<file path="config.mk">
export PLATFORM = sky130hd
export DESIGN_NAME = drvsup_top
export DESIGN_NICKNAME = d
export VERILOG_FILES = /design/src/rtl/drvsup_pkg.sv /design/src/rtl/drvsup_thermal.sv /design/src/rtl/drvsup_ovlo.sv /design/src/rtl/drvsup_top.sv
export SDC_FILE = /design/constraint.sdc
export NUM_CORES = 1
export LEC_CHECK = 0
export BUFFER_PORTS_ARGS = -buffer_cell sky130_fd_sc_hd__buf_2
export CORE_MARGIN = 8
export CORE_UTILIZATION = 50
export DETAILED_ROUTE_END_ITERATION = 10
export GPL_ROUTABILITY_DRIVEN = 0
export PLACE_DENSITY = 0.79
export REMOVE_ABC_BUFFERS = 1
export SLEW_MARGIN = 0
export SYNTH_ARGS = -nofsm -noshare
export SYNTH_HDL_FRONTEND = slang
export SYNTH_HIERARCHICAL = 1
export SYNTH_SLANG_ARGS = --single-unit
</file>
<file path="constraint.sdc">
create_clock -name clk -period 2.81 [get_ports clk]
set_input_delay 0.281 -clock clk [delete_from_list [all_inputs] [get_ports clk]]
set_output_delay 0.281 -clock clk [all_outputs]
set_load 0.01 [all_outputs]
</file>
<file path="src/rtl/drvsup_pkg.sv">
package drvsup_pkg;

    typedef enum logic [2:0] {
        ST_HS     = 3'd0,
        ST_PP     = 3'd1,
        ST_IN_T13 = 3'd2,
        ST_IN_T2  = 3'd3,
        ST_LOCK   = 3'd4
    } chan_state_e;

    typedef enum logic {
        TH_COOL = 1'b0,
        TH_HOT  = 1'b1
    } therm_state_e;

endpackage

</file>
<file path="src/rtl/drvsup_thermal.sv">
module drvsup_thermal
    import drvsup_pkg::*;
#(
    parameter int TEMP_W = 8,
    parameter int TRIP_C = 170,
    parameter int HYST_C = 15
) (
    input  logic              clk,
    input  logic              rst_n,
    input  logic [TEMP_W-1:0] temp_code,
    output logic              hot
);
    localparam logic [TEMP_W-1:0] TRIP_CODE = TEMP_W'(TRIP_C);
    localparam logic [TEMP_W-1:0] REL_CODE  = TEMP_W'(TRIP_C - HYST_C);

    therm_state_e th_state, th_next;

    always_comb begin
        th_next = th_state;
        unique case (th_state)
            TH_COOL: if (temp_code >= TRIP_CODE) th_next = TH_HOT;
            TH_HOT:  if (temp_code <= REL_CODE)  th_next = TH_COOL;
        endcase
    end

    always_ff @(posedge clk or negedge rst_n) begin
        if (!rst_n) th_state <= TH_COOL;
        else        th_state <= th_next;
    end

    assign hot = (th_state == TH_HOT);
endmodule

</file>
<file path="src/rtl/drvsup_ovlo.sv">
module drvsup_ovlo #(
    parameter int QUAL_CYCLES = 200
) (
    input  logic clk,
    input  logic rst_n,
    input  logic ov_flag,
    output logic ov_lock
);
    localparam int CW = $clog2(QUAL_CYCLES + 1);
    localparam logic [CW-1:0] QUAL_MAX = CW'(QUAL_CYCLES);

    logic [CW-1:0] run_cnt;

    always_ff @(posedge clk or negedge rst_n) begin
        if (!rst_n) begin
            run_cnt <= '0;
            ov_lock <= 1'b0;
        end else if (!ov_flag) begin
            run_cnt <= '0;
            ov_lock <= 1'b0;
        end else if (run_cnt == QUAL_MAX) begin
            ov_lock <= 1'b1;
        end else begin
            run_cnt <= run_cnt + 1'b1;
        end
    end
endmodule

</file>
<file path="src/rtl/drvsup_top.sv">
module drvsup_top
    import drvsup_pkg::*;
#(
    parameter int UV_N        = 3,
    parameter int TEMP_W      = 8,
    parameter int TRIP_C      = 170,
    parameter int HYST_C      = 15,
    parameter int QUAL_CYCLES = 200
) (
    input  logic              clk,
    input  logic              rst_n,
    input  logic              di_en,
    input  logic              din,
    input  logic              pp_sel,
    input  logic [UV_N-1:0]   uv_flags,
    input  logic              ov_flag,
    input  logic [TEMP_W-1:0] temp_code,
    input  logic              hv_flag,
    input  logic              doi_cmp,
    output logic              hs_en,
    output logic              ls_en,
    output logic              sink_en,
    output logic              sink_hi,
    output logic              level_n,
    output logic              ov_status
);
    logic        th_hot, ov_lock, lockout;
    logic        din_q, hv_q;
    chan_state_e state, state_next;

    drvsup_thermal #(.TEMP_W(TEMP_W), .TRIP_C(TRIP_C), .HYST_C(HYST_C)) u_thermal (
        .clk(clk), .rst_n(rst_n), .temp_code(temp_code), .hot(th_hot)
    );

    drvsup_ovlo #(.QUAL_CYCLES(QUAL_CYCLES)) u_ovlo (
        .clk(clk), .rst_n(rst_n), .ov_flag(ov_flag), .ov_lock(ov_lock)
    );

    assign lockout = (|uv_flags) | ov_lock | th_hot;

    // Priority: input mode, then lockout, then driver style
    always_comb begin
        if (di_en)        state_next = pp_sel ? ST_IN_T2 : ST_IN_T13;
        else if (lockout) state_next = ST_LOCK;
        else if (pp_sel)  state_next = ST_PP;
        else              state_next = ST_HS;
    end

    always_ff @(posedge clk or negedge rst_n) begin
        if (!rst_n) begin
            state <= ST_LOCK;
            din_q <= 1'b0;
            hv_q  <= 1'b0;
        end else begin
            state <= state_next;
            din_q <= din;
            hv_q  <= hv_flag;
        end
    end

    always_comb begin
        hs_en   = 1'b0;
        ls_en   = 1'b0;
        sink_en = 1'b0;
        sink_hi = 1'b0;
        unique case (state)
            ST_HS:     hs_en = din_q;
            ST_PP: begin
                hs_en = din_q;
                ls_en = ~din_q;
            end
            ST_IN_T13: sink_en = 1'b1;
            ST_IN_T2: begin
                sink_en = 1'b1;
                sink_hi = ~hv_q;
            end
            ST_LOCK:   ;
            default:   ;
        endcase
    end

    assign level_n   = ~doi_cmp;
    assign ov_status = ov_flag;
endmodule

</file>
# ---- Word level (Yosys, flattened, before mapping)
# Index checks and enable logic that the tools add are counted.
dict set report word_totals {
  wordCells 40
  input_bits 19
  out_inout_bits 6
  regBits 15
}
dict set report classes {
  mux 15
  eq_ne 6
  add_sub_neg 1
  n_reduce_logical 4
  bitwise 6
  order_cmp 2
}
# operator n
set ops {}
lappend ops {{8-bit 2-to-1 mux} 2}
lappend ops {{1-bit 2-to-1 mux} 10}
lappend ops {{8-bit by 1-bit adder with 8-bit output, second input constant} 1}
lappend ops {{8-bit == test, second input constant} 1}
lappend ops {{8-bit greater-or-equal comparator, second input constant} 1}
lappend ops {{8-bit less-or-equal comparator, second input constant} 1}
lappend ops {{3-bit by 2-bit == test with 1-bit output, second input constant} 2}
lappend ops {{3-bit 2-to-1 mux} 2}
lappend ops {{1-bit inverter} 4}
lappend ops {{2-bit OR reduction} 2}
lappend ops {{3-bit by 1-bit == test with 1-bit output, second input constant} 1}
lappend ops {{3-bit zero test} 1}
lappend ops {{3-bit OR reduction} 1}
lappend ops {{2-bit by 1-bit != test with 1-bit output, second input constant} 1}
lappend ops {{2-bit != test, second input constant} 1}
lappend ops {{1-bit bitwise OR} 2}
lappend ops {{1-bit case mux with 2 select lines} 1}

# ---- Depth between registers and ports, before layout
dict set report depth {
  word_depth 5
  mapped_depth 5
  ltp_nobuf 5
}

# ---- Modules after synthesis
# Netlist, hierarchy kept.
# mod seq_area_each_um2 cells_each area_each_um2 instances
set modules_own_cells {}
lappend modules_own_cells {drvsup_ovlo 225.2 46 495.5 1}
lappend modules_own_cells {drvsup_top 126.4 16 214.0 1}
lappend modules_own_cells {drvsup_thermal 25.0 7 57.6 1}

# ---- Least setup slack after synthesis
# No wires, ideal clock.
dict set report synth_timing {
  kind {reg2reg}
  start {reg u_ovlo.run_cnt[0]}
  end {reg u_ovlo.run_cnt[0]}
  path_buffers 0
  arrival_time_ns 1.320
  required_ns 2.731
  path_slack_ns 1.410
  setup_time_ns 0.079
  path_stages_with_launch 6
  period_less_slack_ns 1.400
  path_cell_list {dfrtp_1 -> inv_1 -> ha_1 -> nand4b_4 -> nor4b_4 -> mux2i_1}
}
dict set report synth_between {
  elab_chain_cells 3
  elab_cells_between_ends 5
  cone_classes {add/sub (1); eq/ne (2); mux (2)}
}
# element line_no
set synth_lines {}
lappend synth_lines {{start, declared} drvsup_ovlo.sv:12} ;# logic [CW-1:0] run_cnt;
lappend synth_lines {{start signal, assigned} drvsup_ovlo.sv:24} ;# run_cnt <= run_cnt + 1'b1;
lappend synth_lines {{8-bit by 1-bit adder with 8-bit output} drvsup_ovlo.sv:24}
lappend synth_lines {{8-bit 2-to-1 mux} drvsup_ovlo.sv:21} ;# end else if (run_cnt == QUAL_MAX) begin
lappend synth_lines {{8-bit 2-to-1 mux} drvsup_ovlo.sv:18} ;# end else if (!ov_flag) begin
# Parallel ways exist; a longest one is shown, timed or not. The select of a mux whose other input is x is not followed.
# A chain may end at the register's enable or synchronous reset.

# ---- Final worst setup path
# Ends and elaborated chain as after synthesis.

==> flow_summary.json <==
{
  "clk_pin_slew_ns": 0.09,
  "grt_use_total_pct": 10.8,
  "grt_max_degree": 16,
  "cap_viol_max_count": 0,
  "reg2reg_slack_ns": 1.26,
  "finalSetupTns_ns": 0,
  "yosysSeqAreaShare_pct": 49.1,
  "start_kind": "flop",
  "routedWlPerCell_um": 12.9,
  "ir_drop_v": 0.000347,
  "vias": 589,
  "hp-class": "in -> reg",
  "cts_tree": "built",
  "fmax_ghz": 0.645,
  "drtPass1Iterations": 5,
  "yosys_warnings": 6,
  "status": "completed",
  "core_um2": 1470,
  "area_delta_synth_final_pct": 21.0,
  "multiInputGateArea_um2": 364,
  "initial_core_util_pct": 52.1,
  "drc": 0,
  "hold_path_end": "din_q",
  "fill_cells": 123,
  "crit_arrival_ns": 1.76,
  "clock_latency_ns": 0.28,
  "skew_ns": 0.00162,
  "cp_slowest_stage_delay_ns": 0.45,
  "grt_pass1_wl_um": 2480,
  "synth.distinct_cells": 31,
  "fin_area_um2": 928,
  "final.period_utilization_pct": 55.1,
  "seq_area_um2": 377,
  "overflow": 0,
  "rsz0062_at_grt": "no",
  "finalCriticalPeriod_ns": 1.55,
  "switching_share_pct": 25.7,
  "num_antenna_cells": 0,
  "worstSetupEndpointType": "flop",
  "critPathSlowestCell": "dfrtp_1",
  "numPortBuffers": 23,
  "leakage_nw": 0.497,
  "synthesis.instances": 69,
  "cp_top_family": "simple AND/OR/NAND/NOR gates",
  "reg2reg_to": "u_ovlo/run_cnt[0]",
  "path_buf_inv": 1,
  "cts_buffers": 3,
  "grt_pass1_vias": 595,
  "p_seq_share_pct": 57.8,
  "finalWirelength_um": 1430,
  "antenna_found_initial": 0,
  "setup_viol": 0,
  "row_count": 14,
  "slew_headroom_pct": 75.5,
  "power.share.clock_pct": 30.6,
  "timing.rr.start": "u_ovlo/run_cnt[0]",
  "path_class": "reg -> reg",
  "p_switching_w": 0.000104,
  "ant_nets": 0,
  "slew_viol_final": 0,
  "hold_viol": 0,
  "synth_area_um2": 767,
  "syn_avg_cell_area_um2": 11.1,
  "dp_hpwl_um": 1150,
  "holdCritStartpoint": "din",
  "root_buffer": "clkbuf_4",
  "viasPerCell": 5.31,
  "synth-seq-cells": 15,
  "p_int_w": 0.000302,
  "crit_chain": "inv_1, ha_1, nand4b_4, nor4b_4, mux2i_1",
  "die-area_um2": 3040,
  "combinationalPowerShare_pct": 11.6,
  "die_w_um": 55.2,
  "critPathRequiredTime_ns": 3.02,
  "nNetsFinal": 117,
  "worstHoldPathCells": 1,
  "worstPathMaxFanout": 6,
  "power_density_nw_per_um2": 437,
  "clk_path_buf_depth": 2,
  "die_h_um": 55.2,
  "p_total_w": 0.000406,
  "clock-sinks": 15,
  "tightest_slew_ns": 0.366,
  "reg2reg_depth": 5,
  "drtIter0Drc": 10,
  "layout-drive-gt1-share_pct": 35.8,
  "pin_count": 25,
  "place_area_um2": 891,
  "htreeDepth": 1
}
-- placed cells by master (no fill, tap or decap), types with 2 or more instances in the layout --
| cell type | Yosys | layout |
|---|---|---|
| xnor2_1 | 2 | 2 |
| nand2_1 | 7 | 7 |
| ha_1 | 2 | 2 |
| nand3_1 | 5 | 5 |
| buf_2 | 0 | 23 |
| inv_1 | 4 | 4 |
| nand2b_1 | 2 | 2 |
| clkbuf_4 | 0 | 3 |
| nor3b_1 | 2 | 2 |
| dfrtp_1 | 14 | 14 |
| nor2_1 | 3 | 3 |
| o21ai_0 | 2 | 2 |
| mux2i_1 | 4 | 4 |
| and2_1 | 2 | 2 |
| nand4_1 | 2 | 2 |
-- final cells by class --
class	instances	area share, %
flip-flops and latches	15	40.6
multi-input cells	48	39.2
repair buffers	24	13.5
clock buffers	3	2.43
well taps	16	2.16
inverters	4	1.62
clock inverters	1	0.539
-- cells in the mapped netlist (all sizes together) --
master	instances	share of area (%)
and4bb	1	1.6
a21oi	1	0.65
a221oi	1	1.1
nand2	7	3.4
nand3	5	3.3
mux2i	4	5.2
o21a	1	0.98
buf	1	0.98
and3	1	0.98
dfstp	1	3.4
or3	1	0.82
nand4	2	1.6
o21ai	2	1.3
and2	2	1.6
dfrtp	14	46
nand4b	1	3.1
nor3	2	2.0
a22o	1	1.1
nor2	3	1.5
xor2	1	1.1
nor3b	2	2.0
a21boi	1	0.98
nand2b	2	1.6
nor4b	2	5.1
xnor2	2	2.3
nor2b	1	0.82
inv	4	2.0
clkbuf	1	0.49
ha	2	3.3
-- sequential cells by signal, summed over array words and instances, names as in the netlist --
name and count:
din_q 1, u_ovlo/run_cnt 8, state 3, u_thermal/hot 1
u_ovlo/ov_lock 1, hv_q 1
-- power groups by stage --
| stage | Clock, W | Combinational, W | Sequential (W) |
|---|---|---|---|
| 2_1_floorplan | 0 | 0.0000216 | 0.000237 |
| 3_3_place_gp | 0 | 0.0000454 | 0.000239 |
| 3_5_place_dp | 0 | 0.0000473 | 0.000239 |
| 4_1_cts | 0.000127 | 0.0000485 | 0.000235 |
| 5_1_grt | 0.000136 | 0.0000534 | 0.000237 |
| 6_report | 0.000124 | 0.0000471 | 0.000235 |
-- worst max-delay path by stage --
stage / start / to / slack (ns) / cells after the start
2_1_floorplan: u_ovlo/run_cnt[0] / u_ovlo/run_cnt[0] / 1.41 / 5
3_3_place_gp: u_ovlo/run_cnt[0] / u_ovlo/run_cnt[0] / 1.30 / 5
3_5_place_dp: u_ovlo/run_cnt[0] / u_ovlo/run_cnt[0] / 1.28 / 5
4_1_cts: u_ovlo/run_cnt[0] / u_ovlo/run_cnt[0] / 1.25 / 5
5_1_grt: u_ovlo/run_cnt[0] / u_ovlo/run_cnt[0] / 1.13 / 5
6_report: u_ovlo/run_cnt[0] / u_ovlo/run_cnt[0] / 1.26 / 5
-- logic make-up (layout without fill, tap and decap cells) --
logic type,count (synthesis),in the layout,share of synthesized area [%]
AO/OA/AOI/OAI,7,7,6.20
XOR/XNOR,3,3,3.43
adder cells (fa/ha/maj),2,2,3.26
buffers and inverters,6,32,3.43
flip-flops,15,15,49.1
multiplexers,4,4,5.22
AND/OR/NAND/NOR,32,32,29.4
-- worst reg2reg max path: stages, from the launching register on --
cell and delay, ns:
dfrtp_1 0.45, inv_1 0.10, ha_1 0.20, nand4b_4 0.11, nor4b_4 0.40, mux2i_1 0.22
-- routing by layer --
metal | track usage [%] | up-vias | wire length (um)
li1 | - | 296 | -
met1 | 11.7 | 280 | 601
met3 | 1.87 | 2 | 65
met5 | 0 | - | 0
met2 | 19.8 | 11 | 747
met4 | 4.80 | 0 | 19
-- per-stage QoR --
stage / hold WS (ns) / setup slack [ns] / cells / utilization, %
floorplan: -0.0146 / 1.41 / 67 / -
global placement: 0.197 / 1.30 / 106 / 60.5
detailed placement: 0.203 / 1.28 / 106 / 60.5
CTS: 0.0983 / 1.25 / 111 / 63.1
global route: 0.0849 / 1.13 / 111 / 63.1
finish: 0.0991 / 1.26 / 111 / 63.1
-- timing repair --
item	in CTS	in global routing
setup buffers	0	0
setup endpoints to repair	0	0
hold endpoints to repair	14	0
gates resized for setup	0	0
hold buffers	1	0
Power figures use the tool's default switching activity.
